**src/rtl/gpio_pair_pkg.sv**
```systemverilog
package gpio_pair_pkg;
  typedef enum logic [2:0] {
    SEL_CTRL_A = 3'd0,
    SEL_DATA_A = 3'd1,
    SEL_CTRL_B = 3'd2,
    SEL_DATA_B = 3'd3,
    SEL_PIRQ   = 3'd4
  } reg_sel_e;
endpackage

```
**src/rtl/gpio_ctrl_split.sv**
```systemverilog
module gpio_ctrl_split #(
  parameter int NPINS = 16,
  localparam int CW = 2 * NPINS
) (
  input  logic [CW-1:0]    ctrl_i,
  output logic [NPINS-1:0] oe_o,
  output logic [NPINS-1:0] pu_o
);
  for (genvar gi = 0; gi < NPINS; gi++) begin : g_pin
    assign oe_o[gi] = ctrl_i[2*gi];
    assign pu_o[gi] = ctrl_i[2*gi+1];
  end
endmodule

```
**src/rtl/gpio_pin_resolve.sv**
```systemverilog
module gpio_pin_resolve #(
  parameter int NPINS = 16
) (
  input  logic [NPINS-1:0] cpu_oe_i,
  input  logic [NPINS-1:0] cpu_dat_i,
  input  logic [NPINS-1:0] per_oe_i,
  input  logic [NPINS-1:0] per_dat_i,
  input  logic [NPINS-1:0] pu_i,
  output logic [NPINS-1:0] lvl_o
);
  assign lvl_o = (cpu_oe_i & cpu_dat_i) | (per_oe_i & per_dat_i) |
                 (~(cpu_oe_i | per_oe_i) & pu_i);
endmodule

```
**src/rtl/gpio_port.sv**
```systemverilog
module gpio_port #(
  parameter int NPINS = 16,
  localparam int CW = 2 * NPINS
) (
  input  logic             clk_i,
  input  logic             rst_ni,
  input  logic             wr_ctrl_i,
  input  logic             wr_data_i,
  input  logic [CW-1:0]    wdata_i,
  input  logic [NPINS-1:0] per_oe_i,
  input  logic [NPINS-1:0] per_dat_i,
  output logic [CW-1:0]    ctrl_o,
  output logic [NPINS-1:0] lvl_o,
  output logic [NPINS-1:0] lvl_next_o
);
  logic [CW-1:0]    ctrl_q, ctrl_d;
  logic [NPINS-1:0] dat_q, dat_d;
  logic [NPINS-1:0] oe_q, pu_q, oe_d, pu_d;

  assign ctrl_d = wr_ctrl_i ? wdata_i : ctrl_q;
  assign dat_d  = wr_data_i ? wdata_i[NPINS-1:0] : dat_q;

  always_ff @(posedge clk_i or negedge rst_ni) begin
    if (!rst_ni) begin
      ctrl_q <= '0;
      dat_q  <= '0;
    end else begin
      ctrl_q <= ctrl_d;
      dat_q  <= dat_d;
    end
  end

  // current view and post-write view, resolved side by side
  gpio_ctrl_split #(.NPINS(NPINS)) u_split_q (.ctrl_i(ctrl_q), .oe_o(oe_q), .pu_o(pu_q));
  gpio_ctrl_split #(.NPINS(NPINS)) u_split_d (.ctrl_i(ctrl_d), .oe_o(oe_d), .pu_o(pu_d));

  gpio_pin_resolve #(.NPINS(NPINS)) u_res_q (
    .cpu_oe_i(oe_q), .cpu_dat_i(dat_q), .per_oe_i(per_oe_i),
    .per_dat_i(per_dat_i), .pu_i(pu_q), .lvl_o(lvl_o));
  gpio_pin_resolve #(.NPINS(NPINS)) u_res_d (
    .cpu_oe_i(oe_d), .cpu_dat_i(dat_d), .per_oe_i(per_oe_i),
    .per_dat_i(per_dat_i), .pu_i(pu_d), .lvl_o(lvl_next_o));

  assign ctrl_o = ctrl_q;

  AST_IDLE_NO_MOVE: assert property (@(posedge clk_i) disable iff (!rst_ni)
    !(wr_ctrl_i || wr_data_i) |-> lvl_next_o == lvl_o)
    else $error("port level moved without a write");
endmodule

```
**src/rtl/gpio_notify.sv**
```systemverilog
module gpio_notify #(
  parameter int NPINS  = 16,
  parameter int NSLOTS = 4,
  localparam int MW = NPINS * NSLOTS
) (
  input  logic              clk_i,
  input  logic              rst_ni,
  input  logic [NPINS-1:0]  chg_a_i,
  input  logic [NPINS-1:0]  chg_b_i,
  input  logic [NSLOTS-1:0] slot_valid_i,
  input  logic [MW-1:0]     slot_mask_a_i,
  input  logic [MW-1:0]     slot_mask_b_i,
  output logic [NSLOTS-1:0] notify_o
);
  logic [NSLOTS-1:0] hit;

  for (genvar gi = 0; gi < NSLOTS; gi++) begin : g_slot
    assign hit[gi] = slot_valid_i[gi] &&
      (|((slot_mask_a_i[gi*NPINS +: NPINS] & chg_a_i) |
         (slot_mask_b_i[gi*NPINS +: NPINS] & chg_b_i)));

    AST_SLOT_REGISTERED: assert property (@(posedge clk_i) disable iff (!rst_ni)
      notify_o[gi] |-> $past(slot_valid_i[gi]))
      else $error("strobe to unregistered slot");
  end

  always_ff @(posedge clk_i or negedge rst_ni) begin
    if (!rst_ni) notify_o <= '0;
    else         notify_o <= hit;
  end
endmodule

```
**src/rtl/gpio_pair.sv**
```systemverilog
module gpio_pair
  import gpio_pair_pkg::*;
#(
  parameter int NPINS  = 16,
  parameter int NSLOTS = 4,
  localparam int CW = 2 * NPINS,
  localparam int MW = NPINS * NSLOTS
) (
  input  logic              clk_i,
  input  logic              rst_ni,
  input  logic              wr_en_i,
  input  logic [2:0]        addr_i,
  input  logic [CW-1:0]     wdata_i,
  output logic [CW-1:0]     rdata_o,
  input  logic [NPINS-1:0]  per_oe_a_i,
  input  logic [NPINS-1:0]  per_dat_a_i,
  input  logic [NPINS-1:0]  per_oe_b_i,
  input  logic [NPINS-1:0]  per_dat_b_i,
  input  logic [NSLOTS-1:0] slot_valid_i,
  input  logic [MW-1:0]     slot_mask_a_i,
  input  logic [MW-1:0]     slot_mask_b_i,
  output logic [NSLOTS-1:0] notify_o,
  output logic [NPINS-1:0]  notify_lvl_a_o,
  output logic [NPINS-1:0]  notify_lvl_b_o,
  output logic [NPINS-1:0]  pins_a_o,
  output logic [NPINS-1:0]  pins_b_o,
  output logic              pirq_err_o
);
  reg_sel_e         sel;
  logic             wr_ca, wr_da, wr_cb, wr_db, wr_pirq, wr_port;
  logic [CW-1:0]    ctrl_a, ctrl_b;
  logic [NPINS-1:0] nxt_a, nxt_b;
  logic [NPINS-1:0] pirq_q;

  assign sel     = reg_sel_e'(addr_i);
  assign wr_ca   = wr_en_i && (sel == SEL_CTRL_A);
  assign wr_da   = wr_en_i && (sel == SEL_DATA_A);
  assign wr_cb   = wr_en_i && (sel == SEL_CTRL_B);
  assign wr_db   = wr_en_i && (sel == SEL_DATA_B);
  assign wr_pirq = wr_en_i && (sel == SEL_PIRQ);
  assign wr_port = wr_ca | wr_da | wr_cb | wr_db;

  gpio_port #(.NPINS(NPINS)) u_port_a (
    .clk_i, .rst_ni, .wr_ctrl_i(wr_ca), .wr_data_i(wr_da), .wdata_i,
    .per_oe_i(per_oe_a_i), .per_dat_i(per_dat_a_i),
    .ctrl_o(ctrl_a), .lvl_o(pins_a_o), .lvl_next_o(nxt_a));

  gpio_port #(.NPINS(NPINS)) u_port_b (
    .clk_i, .rst_ni, .wr_ctrl_i(wr_cb), .wr_data_i(wr_db), .wdata_i,
    .per_oe_i(per_oe_b_i), .per_dat_i(per_dat_b_i),
    .ctrl_o(ctrl_b), .lvl_o(pins_b_o), .lvl_next_o(nxt_b));

  gpio_notify #(.NPINS(NPINS), .NSLOTS(NSLOTS)) u_notify (
    .clk_i, .rst_ni,
    .chg_a_i(nxt_a ^ pins_a_o), .chg_b_i(nxt_b ^ pins_b_o),
    .slot_valid_i, .slot_mask_a_i, .slot_mask_b_i, .notify_o);

  always_ff @(posedge clk_i or negedge rst_ni) begin
    if (!rst_ni) begin
      notify_lvl_a_o <= '0;
      notify_lvl_b_o <= '0;
      pirq_q         <= '0;
      pirq_err_o     <= 1'b0;
    end else begin
      if (wr_port) begin
        notify_lvl_a_o <= nxt_a;
        notify_lvl_b_o <= nxt_b;
      end
      if (wr_pirq) begin
        pirq_q <= wdata_i[NPINS-1:0];
        if (|wdata_i[NPINS-1:0]) pirq_err_o <= 1'b1;
      end
    end
  end

  always_comb begin
    rdata_o = '0;
    case (sel)
      SEL_CTRL_A: rdata_o = ctrl_a;
      SEL_DATA_A: rdata_o[NPINS-1:0] = pins_a_o;
      SEL_CTRL_B: rdata_o = ctrl_b;
      SEL_DATA_B: rdata_o[NPINS-1:0] = pins_b_o;
      SEL_PIRQ:   rdata_o[NPINS-1:0] = pirq_q;
      default:    rdata_o = '0;
    endcase
  end

  AST_STROBE_AFTER_WRITE: assert property (@(posedge clk_i) disable iff (!rst_ni)
    (|notify_o) |-> $past(wr_port))
    else $error("strobe without preceding port write");

  AST_ERR_STICKY: assert property (@(posedge clk_i) disable iff (!rst_ni)
    pirq_err_o |=> pirq_err_o)
    else $error("error flag cleared");

  AST_ERR_CAUSE: assert property (@(posedge clk_i) disable iff (!rst_ni)
    $rose(pirq_err_o) |-> $past(wr_pirq && (|wdata_i[NPINS-1:0])))
    else $error("error flag set without nonzero write");
endmodule

```
**config.mk**
```make
export PLATFORM = sky130hd
export DESIGN_NAME = gpio_pair
export DESIGN_NICKNAME = d
export VERILOG_FILES = /design/src/rtl/gpio_pair_pkg.sv /design/src/rtl/gpio_ctrl_split.sv /design/src/rtl/gpio_pin_resolve.sv /design/src/rtl/gpio_port.sv /design/src/rtl/gpio_notify.sv /design/src/rtl/gpio_pair.sv
export SDC_FILE = /design/constraint.sdc
export NUM_CORES = 1
export LEC_CHECK = 0
export BUFFER_PORTS_ARGS = -buffer_cell sky130_fd_sc_hd__buf_4
export CAP_MARGIN = 25
export CORE_MARGIN = 10
export CORE_UTILIZATION = 30
export CTS_BUF_LIST = sky130_fd_sc_hd__clkbuf_4 sky130_fd_sc_hd__clkbuf_8 sky130_fd_sc_hd__clkbuf_16
export DETAILED_ROUTE_END_ITERATION = 10
export GPL_TIMING_DRIVEN = 1
export PLACE_DENSITY = 0.56
export RECOVER_POWER = 25
export SLEW_MARGIN = 15
export SYNTH_ARGS = -nofsm -noshare
export SYNTH_HDL_FRONTEND = slang
export SYNTH_SLANG_ARGS = --single-unit
```
**constraint.sdc**
```tcl
create_clock -name clk_i -period 4.5 [get_ports clk_i]
set_input_delay 0.45 -clock clk_i [delete_from_list [all_inputs] [get_ports clk_i]]
set_output_delay 0.45 -clock clk_i [all_outputs]
set_load 0.05 [all_outputs]
```
# Word level (Yosys, flattened, before mapping)
# Cells that the tools add are included.
[totals]
regBits = 149
latchBits = 0
ramBits = 0
mem_bits_ro = 0
elab_cells = 78
memories = 0
[classes]
n_addsub = 0
mul = 0
n_div = 0
order_cmp = 0
n_eq_ne = 4
shifts = 0
mux = 6
bitwise_logic = 43
reduce_logical = 16
[op_table]
columns = ["operator", "count"]
rows = [
  ["$and 16x16->16", 18],
  ["$or 16x16->16", 16],
  ["$pmux 16 s5", 1],
  ["$reduce_or 16->1", 5],
  ["$mux 32", 2],
  ["$not 16->16", 4],
  ["$mux 16", 2],
  ["$pmux 16 s2", 1],
  ["$xor 16x16->16", 2],
  ["$logic_and 1x1->1", 9],
  ["$eq 3x2->1 const B", 2],
  ["$eq 3x1->1 const B", 1],
  ["$eq 3x3->1 const B", 1],
  ["$logic_not 3->1", 1],
  ["$or 1x1->1", 3],
  ["$reduce_and 2->1", 1],
]

# Depth between registers and ports, before layout
# Gate-level depths: netlist of run 1.
[depth]
depth_word = 12
mapped_depth = 11
ltp_nobuf = 8

# Hierarchy
# From an unflattened synthesis of run 1, not the netlist that was laid out.
[hier_totals]
hier_cells = 798
area_unflattened_um2 = 9848.2
[modules_own_cells]
columns = ["mod", "instances", "cells_per_inst", "area_per_inst_um2"]
rows = [
  ["gpio_port", 2, 102, 1994.4],
  ["gpio_pair", 1, 250, 3046.7],
  ["gpio_pin_resolve", 4, 32, 280.3],
  ["gpio_ctrl_split", 4, 32, 240.2],
  ["gpio_notify", 1, 88, 730.7],
]

# Worst setup path after synthesis of run 1
# No wires, ideal clock.
[synth_path]
path_type = "input -> register"
start = "input port per_oe_b_i[14]"
end = "register u_notify.notify_o[1]"
arrival_time_ns = 3.943
path_slack_ns = 0.427
stages = 6
n_path_buf = 0
path_cell_list = "o311ai_0 xor2_1 a22o_1 a221oi_1 o2111ai_1 o41a_1"
[synth_between]
elab_chain_len = 9
elab_cells_between_ends = 16
[synth_lines]
columns = ["element", "line", "rtl"]
rows = [
  ["from (decl)", "gpio_pair.sv:17", "input logic [NPINS-1:0] per_oe_b_i,"],
  ["$or 16x16->16", "gpio_pin_resolve.sv:12", "(~(cpu_oe_i | per_oe_i) & pu_i);"],
  ["$not 16->16", "gpio_pin_resolve.sv:12", ""],
  ["$and 16x16->16", "gpio_pin_resolve.sv:12", ""],
  ["$or 16x16->16", "gpio_pin_resolve.sv:11", "assign lvl_o = (cpu_oe_i & cpu_dat_i) | (per_oe_i & per_dat_i) |"],
  ["$xor 16x16->16 (*)", "gpio_pair.sv:55", ".chg_a_i(nxt_a ^ pins_a_o), .chg_b_i(nxt_b ^ pins_b_o),"],
  ["$and 16x16->16 (*)", "gpio_notify.sv:20", "(slot_mask_b_i[gi*NPINS +: NPINS] & chg_b_i)));"],
  ["$or 16x16->16 (*)", "gpio_notify.sv:19", "(|((slot_mask_a_i[gi*NPINS +: NPINS] & chg_a_i) |"],
  ["$reduce_or 16->1 (*)", "gpio_notify.sv:19", ""],
  ["$logic_and 1x1->1 (*)", "gpio_notify.sv:18", "assign hit[gi] = slot_valid_i[gi] &&"],
  ["named net u_notify.hit[1]", "gpio_notify.sv:15", "logic [NSLOTS-1:0] hit;"],
  ["to (signal assigned)", "gpio_notify.sv:29", "else notify_o <= hit;"],
  ["to (decl)", "gpio_notify.sv:13", "output logic [NSLOTS-1:0] notify_o"],
]
# Mark *: on every way through the listed nets, which the timed path passes. The rest lies on a longest branch.
# A chain may end at the register's enable or synchronous reset.

# Final worst setup path of run 1
[layout_path]
start = "input port addr_i[1]"
end = "register u_notify.notify_o[2]"
[layout_between]
elab_chain_len = 12
elab_cells_between_ends = 31
[layout_lines]
columns = ["element", "line", "rtl"]
rows = [
  ["from (decl)", "gpio_pair.sv:12", "input logic [2:0] addr_i,"],
  ["$logic_not 3->1 (*)", "gpio_pair.sv:36", "assign wr_ca = wr_en_i && (sel == SEL_CTRL_A);"],
  ["$logic_and 1x1->1 (*)", "gpio_pair.sv:36", ""],
  ["$mux 32 (*)", "gpio_port.sv:20", "assign ctrl_d = wr_ctrl_i ? wdata_i : ctrl_q;"],
  ["named net u_port_a.ctrl_d[16]", "gpio_port.sv:16", "logic [CW-1:0] ctrl_q, ctrl_d;"],
  ["$or 16x16->16", "gpio_pin_resolve.sv:12", ""],
  ["$not 16->16", "gpio_pin_resolve.sv:12", ""],
  ["$and 16x16->16", "gpio_pin_resolve.sv:12", ""],
  ["$or 16x16->16 (*)", "gpio_pin_resolve.sv:11", ""],
  ["$xor 16x16->16 (*)", "gpio_pair.sv:55", ""],
  ["$and 16x16->16 (*)", "gpio_notify.sv:19", ""],
  ["$or 16x16->16 (*)", "gpio_notify.sv:19", ""],
  ["$reduce_or 16->1 (*)", "gpio_notify.sv:19", ""],
  ["$logic_and 1x1->1 (*)", "gpio_notify.sv:18", ""],
  ["named net u_notify.hit[2]", "gpio_notify.sv:15", ""],
]
# Marked as above.

==> results of run 1 <==
## worst max-delay path: cells and delay by family
| family | cells | cell delay (ns) |
|---|---|---|
| compound gates | 5 | 1.41 |
| simple gates | 1 | 0.65 |
| buf+inv | 2 | 0.56 |
| mux | 1 | 0.40 |
| xor+xnor | 1 | 0.22 |
## metal layers
| layer | vias up | track usage | part of all wire | routed length [um] |
|---|---|---|---|---|
| met2 | 363 | 0.382 | 0.49 | 21600 |
| li1 | 4119 | - | - | - |
| met5 | - | 0 | 0.00045 | 20 |
| met3 | 35 | 0.0555 | 0.067 | 2970 |
| met4 | 2 | 0.0512 | 0.017 | 740 |
| met1 | 4497 | 0.286 | 0.43 | 19200 |
## kinds of logic (layout without fill, tap and decap cells)
| logic type | Yosys count | in the layout |
|---|---|---|
| and+or+nand+nor | 311 | 311 |
| AOI/OAI and AO/OA | 205 | 205 |
| DFF | 149 | 149 |
| muxes | 147 | 147 |
| buffers and inverters | 103 | 442 |
| xor gates and xnor gates | 32 | 32 |
| other | 0 | 2 |
## layout by cell type, fill, tap and decap left out, types with 3 or more instances in the layout
cell          n
nor3_1        8
dfrtp_1     149
nor4b_1       3
inv_1        58
o221ai_1     17
a22oi_1      39
nor4_1        4
o22ai_1      16
nand4_1       8
mux2_2       56
nand2b_1      9
nor2_1       45
o21ai_0      22
a221o_1      12
nand2_1     171
nor2b_1      16
a22o_1        5
a31oi_1       4
a21oi_1      38
o211ai_1      5
clkbuf_1      3
mux2i_1      89
a222oi_1      8
a221oi_2      7
a221oi_1      9
nand3b_1      9
clkbuf_4      3
o311ai_0      9
o41a_1        4
clkinvlp_4    4
xnor2_1       9
clkbuf_16    17
o2111ai_1     5
nor3b_1      16
buf_4       345
nand3_1      10
xor2_1       23
## power breakdown
group          switching (mW)  internal (mW)  total [mW]
logic                    1.80          0.915        2.71
clock network           0.604          0.756        1.36
registers               0.238           1.64        1.87
total                    2.64           3.31        5.94
## registers in the layout, indices dropped and copies added, names as in the netlist
name               cells
u_port_a.ctrl_o       32
u_port_b.ctrl_o       32
notify_lvl_a_o        16
notify_lvl_b_o        16
pirq_q                16
u_port_a.dat_q        16
u_port_b.dat_q        16
u_notify.notify_o      4
pirq_err_o             1
## how the worst min path moves through the flow
| stage | startpoint | endpoint | slack, ns | cells past startpoint |
|---|---|---|---|---|
| after detailed placement | pirq_err_o | pirq_err_o | 0.46 | 1 |
| after global placement | pirq_err_o | pirq_err_o | 0.44 | 1 |
| after CTS | rst_ni | notify_lvl_b_o[12] | 0.12 | 1 |
| after global routing | wdata_i[31] | u_port_b.ctrl_o[31] | 0.24 | 3 |
| final | wdata_i[19] | u_port_b.ctrl_o[19] | 0.23 | 3 |
| after floorplan | rst_ni | notify_lvl_a_o[0] | 0.15 | 0 |
## metrics by stage
| stage | power [mW] | util | setup slack (ns) | area (um^2) |
|---|---|---|---|---|
| 2_1_floorplan | 3.48 | - | 0.427 | 9000 |
| 3_3_place_gp | 4.58 | 0.404 | 0.838 | 12000 |
| 3_5_place_dp | 4.60 | 0.404 | 0.760 | 12000 |
| 4_1_cts | 5.97 | 0.422 | 1.19 | 12500 |
| 5_1_grt | 6.22 | 0.421 | 0.579 | 12500 |
| 6_report | 5.94 | 0.422 | 1.08 | 12500 |
## final cells by class
cell class,instances,area [um^2],share of cell area
clock inverters,10,75.1,0.00601
multi-input cells,695,4850,0.388
flip-flops and latches,149,3730,0.298
well taps,390,488,0.0391
inverters,58,218,0.0174
repair buffers,352,2650,0.212
diodes,2,5.00,0.000401
clock buffers,22,475,0.0381
==> impl_metrics.csv, run 1 <==
group,metric,value,unit
drt,drc,0,
synthesis,synth-seq-cells,149,
clock_tree,clock_path_buffers,2,
placed_design,portBuffers,334,
timing,setup_viol,0,
worst_setup_path,reg2reg_depth,5,
timing,rsz0062_at_grt,"no",
clock_tree,clk_latency,0.43,ns
drt,drt_iter0_drc,627,
clock_tree,cts_resized,0,
drt,ant_nets,0,
clock_tree,cts_tree,"done",
drt,via_per_inst,5.37,
synthesis,synth_top_family_by_area,"multiplexers",
floorplan,die_area,37300,um^2
worst_setup_path,cp_cell_sequence,"buf_4, nor4b_1, buf_12, mux2_2, a221oi_2, xnor2_1, a22o_1, a221oi_2, o2111ai_1, o41a_1",
synthesis,ys.warnings.count,0,
worst_setup_path,crit_path_frequent_cell,"a221oi_2",
hold_path,hold_path_class,"in -> reg",
global_route,antenna_found_initial,2,
synthesis,yosysSeqAreaShare,0.414,
worst_setup_path,rrSetupSlack,1.52,ns
worst_setup_path,cp_max_fo,48,
timing,hold_violations,0,
synthesis,synth_xor_xnor_area_share,0.0311,
synthesis,ys_async_sr_fraction,1.00,
worst_setup_path,arrival,3.73,ns
worst_setup_path,crit_start,"addr_i[1]",
global_route,overflow,0,
clock_tree,clock_tree.htree_level_count,4,
synthesis,synth_cell_types,53,
timing,max_slew_margin,-0.598,
global_route,track_usage,0.227,
synthesis,syn_inst,947,
timing,worstMarginPinSlew,2.40,ns
final_layout,final_layout_size_suffix_gt1_frac,0.351,
flow_run,maxCapViolCount,2,
synthesis,syn_area_per_cell,9.51,um^2
worst_setup_path,r2r_end,"u_notify.notify_o[0]",
power_and_ir_drop,power_density,476,nW/um^2
synthesis,synth_compound_gate_area_share,0.171,
clock_tree,post_cts_buffers,0,
floorplan,io-pin-count,335,
synthesis,synthSimpleGateAreaFrac,0.164,
outcome,violations,"capacitance limit, slew limit",
worst_setup_path,r2r-start,"u_port_a.ctrl_o[18]",
drt,post_drt_wl_per_cell,26.5,um
drt,via_count,9016,
floorplan,die_h,193,um
power_and_ir_drop,power.leakage,5.96,nW
worst_setup_path,cp_slowest_cell,"nor4b_1",
placed_design,gp_routability_congestion,0.955,
timing,post-route-min-period,3.42,ns
timing,whs,0.233,ns
clock_tree,holdBufCountCts,0,
global_route,first_global_vias,9396,
synthesis,synth_area_leaders,"dfrtp_1 (41%), mux2i_1 (9.9%), nand2_1 (7.1%), mux2_2 (7.0%), a22oi_1 (3.3%)",
timing,tns,0,ns
drt,first_pass_iters,6,
synthesis,synth_ff_type,"dfrtp_1",
timing,skew,0.0163,ns
synthesis,yosysTopAreaCell,"dfrtp_1",
final_layout,finalNetCount,1507,
timing,period_share,0.759,
worst_setup_path,worstSetupEndpoint,"u_notify.notify_o[2]",
final_layout,syn2layout_area_growth,38.8,%
placed_design,dp_hpwl,35900,um
final_layout,fin_cells,1678,
synthesis,synth_common_cells,"nand2_1 (171), dfrtp_1 (149), mux2i_1 (89)",
outcome,status,"finished, violations left",
clock_tree,clk_pin_slew_worst_paths,0.07,ns
timing,fmax,293,MHz
synthesis,synth_top_area_share,0.414,
floorplan,die_w,193,um
synthesis,netlist_area,9000,um^2
synthesis,syn_nets,1181,
power_and_ir_drop,worst_ir_drop_vdd,0.000221,V
synthesis,synth_mux_area_frac,0.172,
synthesis,synth-adder-area-share,0,
placed_design,dp_cells,1643,
floorplan,initial_core_util,0.304,
worst_setup_path,critPathCaptureType,"register",
clock_tree,cts_buffers,17,
worst_setup_path,critPathRequiredTime,4.81,ns
synthesis,synth-edff-count,0,
final_layout,fill_cells,2992,
synthesis,yosysMostFrequentCell,"nand2_1",
floorplan,rows,63,
floorplan,core-area,29600,um^2
clock_tree,cts_sinks,149,
global_route,grt_max_degree,86,
global_route,grt_first_pass_wirelength,64700,um
timing,slew_violations,118,
drt,wl,44500,um
worst_setup_path,critical-path-max-stage-delay,0.65,ns
worst_setup_path,crit_type,"in -> reg",
clock_tree,cts-root-buf,"clkbuf_16",
worst_setup_path,startpoint_type,"input port",
No activity file was read; power rests on OpenSTA's default activity.
==> run 2: changes to the inputs <==
--- a/config.mk
+++ b/config.mk
@@ -12,7 +12,7 @@
 export CTS_BUF_LIST = sky130_fd_sc_hd__clkbuf_4 sky130_fd_sc_hd__clkbuf_8 sky130_fd_sc_hd__clkbuf_16
 export DETAILED_ROUTE_END_ITERATION = 10
 export GPL_TIMING_DRIVEN = 1
-export PLACE_DENSITY = 0.56
+export PLACE_DENSITY = 0.58
 export RECOVER_POWER = 25
 export SLEW_MARGIN = 15
 export SYNTH_ARGS = -nofsm -noshare
==> constraint.sdc (replaced) <==
create_clock -name clk_i -period 3 [get_ports clk_i]
set_input_delay 0.3 -clock clk_i [delete_from_list [all_inputs] [get_ports clk_i]]
set_output_delay 0.3 -clock clk_i [all_outputs]
set_load 0.05 [all_outputs]
==> impl_metrics.csv, run 2 (same netlist as run 1, synthesis figures left out) <==
group,metric,value,unit
timing,hold_violations,0,
floorplan,initial_core_util,0.304,
worst_setup_path,critPathRequiredTime,3.30,ns
clock_tree,cts_tree,"done",
final_layout,fin_cells,1751,
worst_setup_path,r2r_end,"u_notify.notify_o[0]",
global_route,overflow,0,
timing,post-route-min-period,2.92,ns
placed_design,gp_routability_congestion,0.970,
placed_design,portBuffers,334,
drt,first_pass_iters,5,
placed_design,dp_hpwl,35200,um
hold_path,min_to,"u_port_b.ctrl_o[25]",
timing,slew_violations,0,
hold_path,hold_path.startpoint,"wdata_i[25]",
timing,period_share,0.972,
hold_path,whs_path_depth,3,
placed_design,dp_cells,1718,
drt,post_drt_wl_per_cell,24.8,um
final_layout,stdcell_area,13200,um^2
clock_tree,cts_buffers,17,
worst_setup_path,rrSetupSlack,0.44,ns
placed_design,pre_cts_ws,-0.287,ns
drt,drt_iter0_drc,618,
power_and_ir_drop,worst_ir_drop_vdd,0.000400,V
timing,setup_viol,0,
worst_setup_path,crit_start,"addr_i[0]",
final_layout,final_cell_mix,"buf_4 (410), nand2_1 (171), dfrtp_1 (149), mux2i_1 (89), inv_1 (58)",
floorplan,die_w,193,um
floorplan,core-area,29600,um^2
global_route,track_usage,0.222,
timing,max_slew_margin,0.142,
clock_tree,cts_sinks,149,
outcome,status,"finished clean",
clock_tree,cts_resized,0,
timing,rsz0062_at_grt,"no",
hold_path,hold_path_class,"in -> reg",
clock_tree,clk_latency,0.42,ns
power_and_ir_drop,total_power,9.42,mW
clock_tree,clock_path_buffers,2,
final_layout,syn2layout_area_growth,46.8,%
floorplan,io-pin-count,335,
worst_setup_path,crit_type,"in -> reg",
worst_setup_path,startpoint_type,"input port",
final_layout,final_layout_size_suffix_gt1_frac,0.388,
timing,skew,0.00997,ns
timing,setup_ws,0.0838,ns
flow_run,maxCapViolCount,0,
power_and_ir_drop,power.leakage,6.38,nW
floorplan,die_h,193,um
drt,via_per_inst,5.32,
drt,drc,0,
drt,via_count,9314,
worst_setup_path,reg2reg_depth,8,
final_layout,post-route-util,0.446,
worst_setup_path,r2r-start,"u_port_b.ctrl_o[28]",
final_layout,fill_cells,2955,
worst_setup_path,arrival,3.22,ns
timing,worstMarginPinSlew,1.29,ns
timing,fmax,343,MHz
clock_tree,clk_pin_slew_worst_paths,0.07,ns
clock_tree,clock_tree.htree_level_count,4,
final_layout,layout.cells.most_common,"buf_4",
clock_tree,post_cts_buffers,0,
global_route,antenna_found_initial,0,
clock_tree,cts-root-buf,"clkbuf_16",
timing,whs,0.0791,ns
power_and_ir_drop,power_density,713,nW/um^2
drt,wl,43400,um
timing,tns,0,ns
floorplan,die_area,37300,um^2
global_route,grt_first_pass_wirelength,63900,um
global_route,grt_max_degree,52,
final_layout,finalNetCount,1582,
drt,ant_nets,0,
worst_setup_path,cp_max_fo,5,
worst_setup_path,critPathCaptureType,"register",
floorplan,rows,63,
placed_design,place_area,12700,um^2
global_route,first_global_vias,9617,
[run 2: changes by cell type in the layout (fill, tap and decap cells not counted), sizes merged]
cell	before	now
buf	347	416
inv	60	61
clkinv	4	2
clkinvlp	4	2
bufinv	0	2
diode	2	1
clkbuf	27	32
dlygate4sd3	0	1
[run 2: worst max path at each step]
stage / endpoint / slack [ns] / depth (start not counted)
5_1_grt: u_notify.notify_o[2] / 0.03 / 13
2_1_floorplan: u_notify.notify_o[2] / 0.21 / 7
3_3_place_gp: u_notify.notify_o[2] / -0.21 / 11
6_report: u_notify.notify_o[2] / 0.08 / 13
4_1_cts: u_notify.notify_o[2] / 0.17 / 11
3_5_place_dp: u_notify.notify_o[2] / -0.29 / 11
[run 2: layout make-up]
class	instances	area, um^2	share of cell area
tap	390	488	0.0369
inverter	58	218	0.0165
sequential	149	3730	0.282
multi-input combinational	695	4940	0.374
timing repair buffer	427	3240	0.245
clock inverter	9	115	0.00871
antenna	1	2.50	0.000189
clock buffer	22	488	0.0369
[run 2: worst max-delay path, stage by stage]
cell and delay, ns:
buf_4 0.13, buf_12 0.12, nor4b_4 0.28, clkbuf_1 0.33, buf_4 0.18, mux2_2 0.33
nand2_1 0.06, nand2_1 0.08, xor2_1 0.21, a222oi_1 0.53, buf_4 0.21, nand4_1 0.11
o41a_1 0.34
[run 2: metal layers]
layer | part of all wire | track usage | vias to the layer above
met1 | 0.44 | 0.283 | 4628
met4 | 0.013 | 0.0455 | 0
met3 | 0.070 | 0.0596 | 34
met5 | 0 | 0 | -
met2 | 0.48 | 0.369 | 390
li1 | - | - | 4262
[run 2: power by group]
| part | internal (mW) | total [mW] | switching [mW] |
|---|---|---|---|
| sequential | 2.45 | 2.80 | 0.346 |
| clock | 1.33 | 2.24 | 0.914 |
| combinational | 1.62 | 4.38 | 2.76 |
| total | 5.40 | 9.42 | 4.02 |
[run 2: repair_timing]
item                                    4_1_cts  5_1_grt
hold buffers                                  1        0
endpoints found under the setup margin        0        0
hold endpoints to repair                     44        0
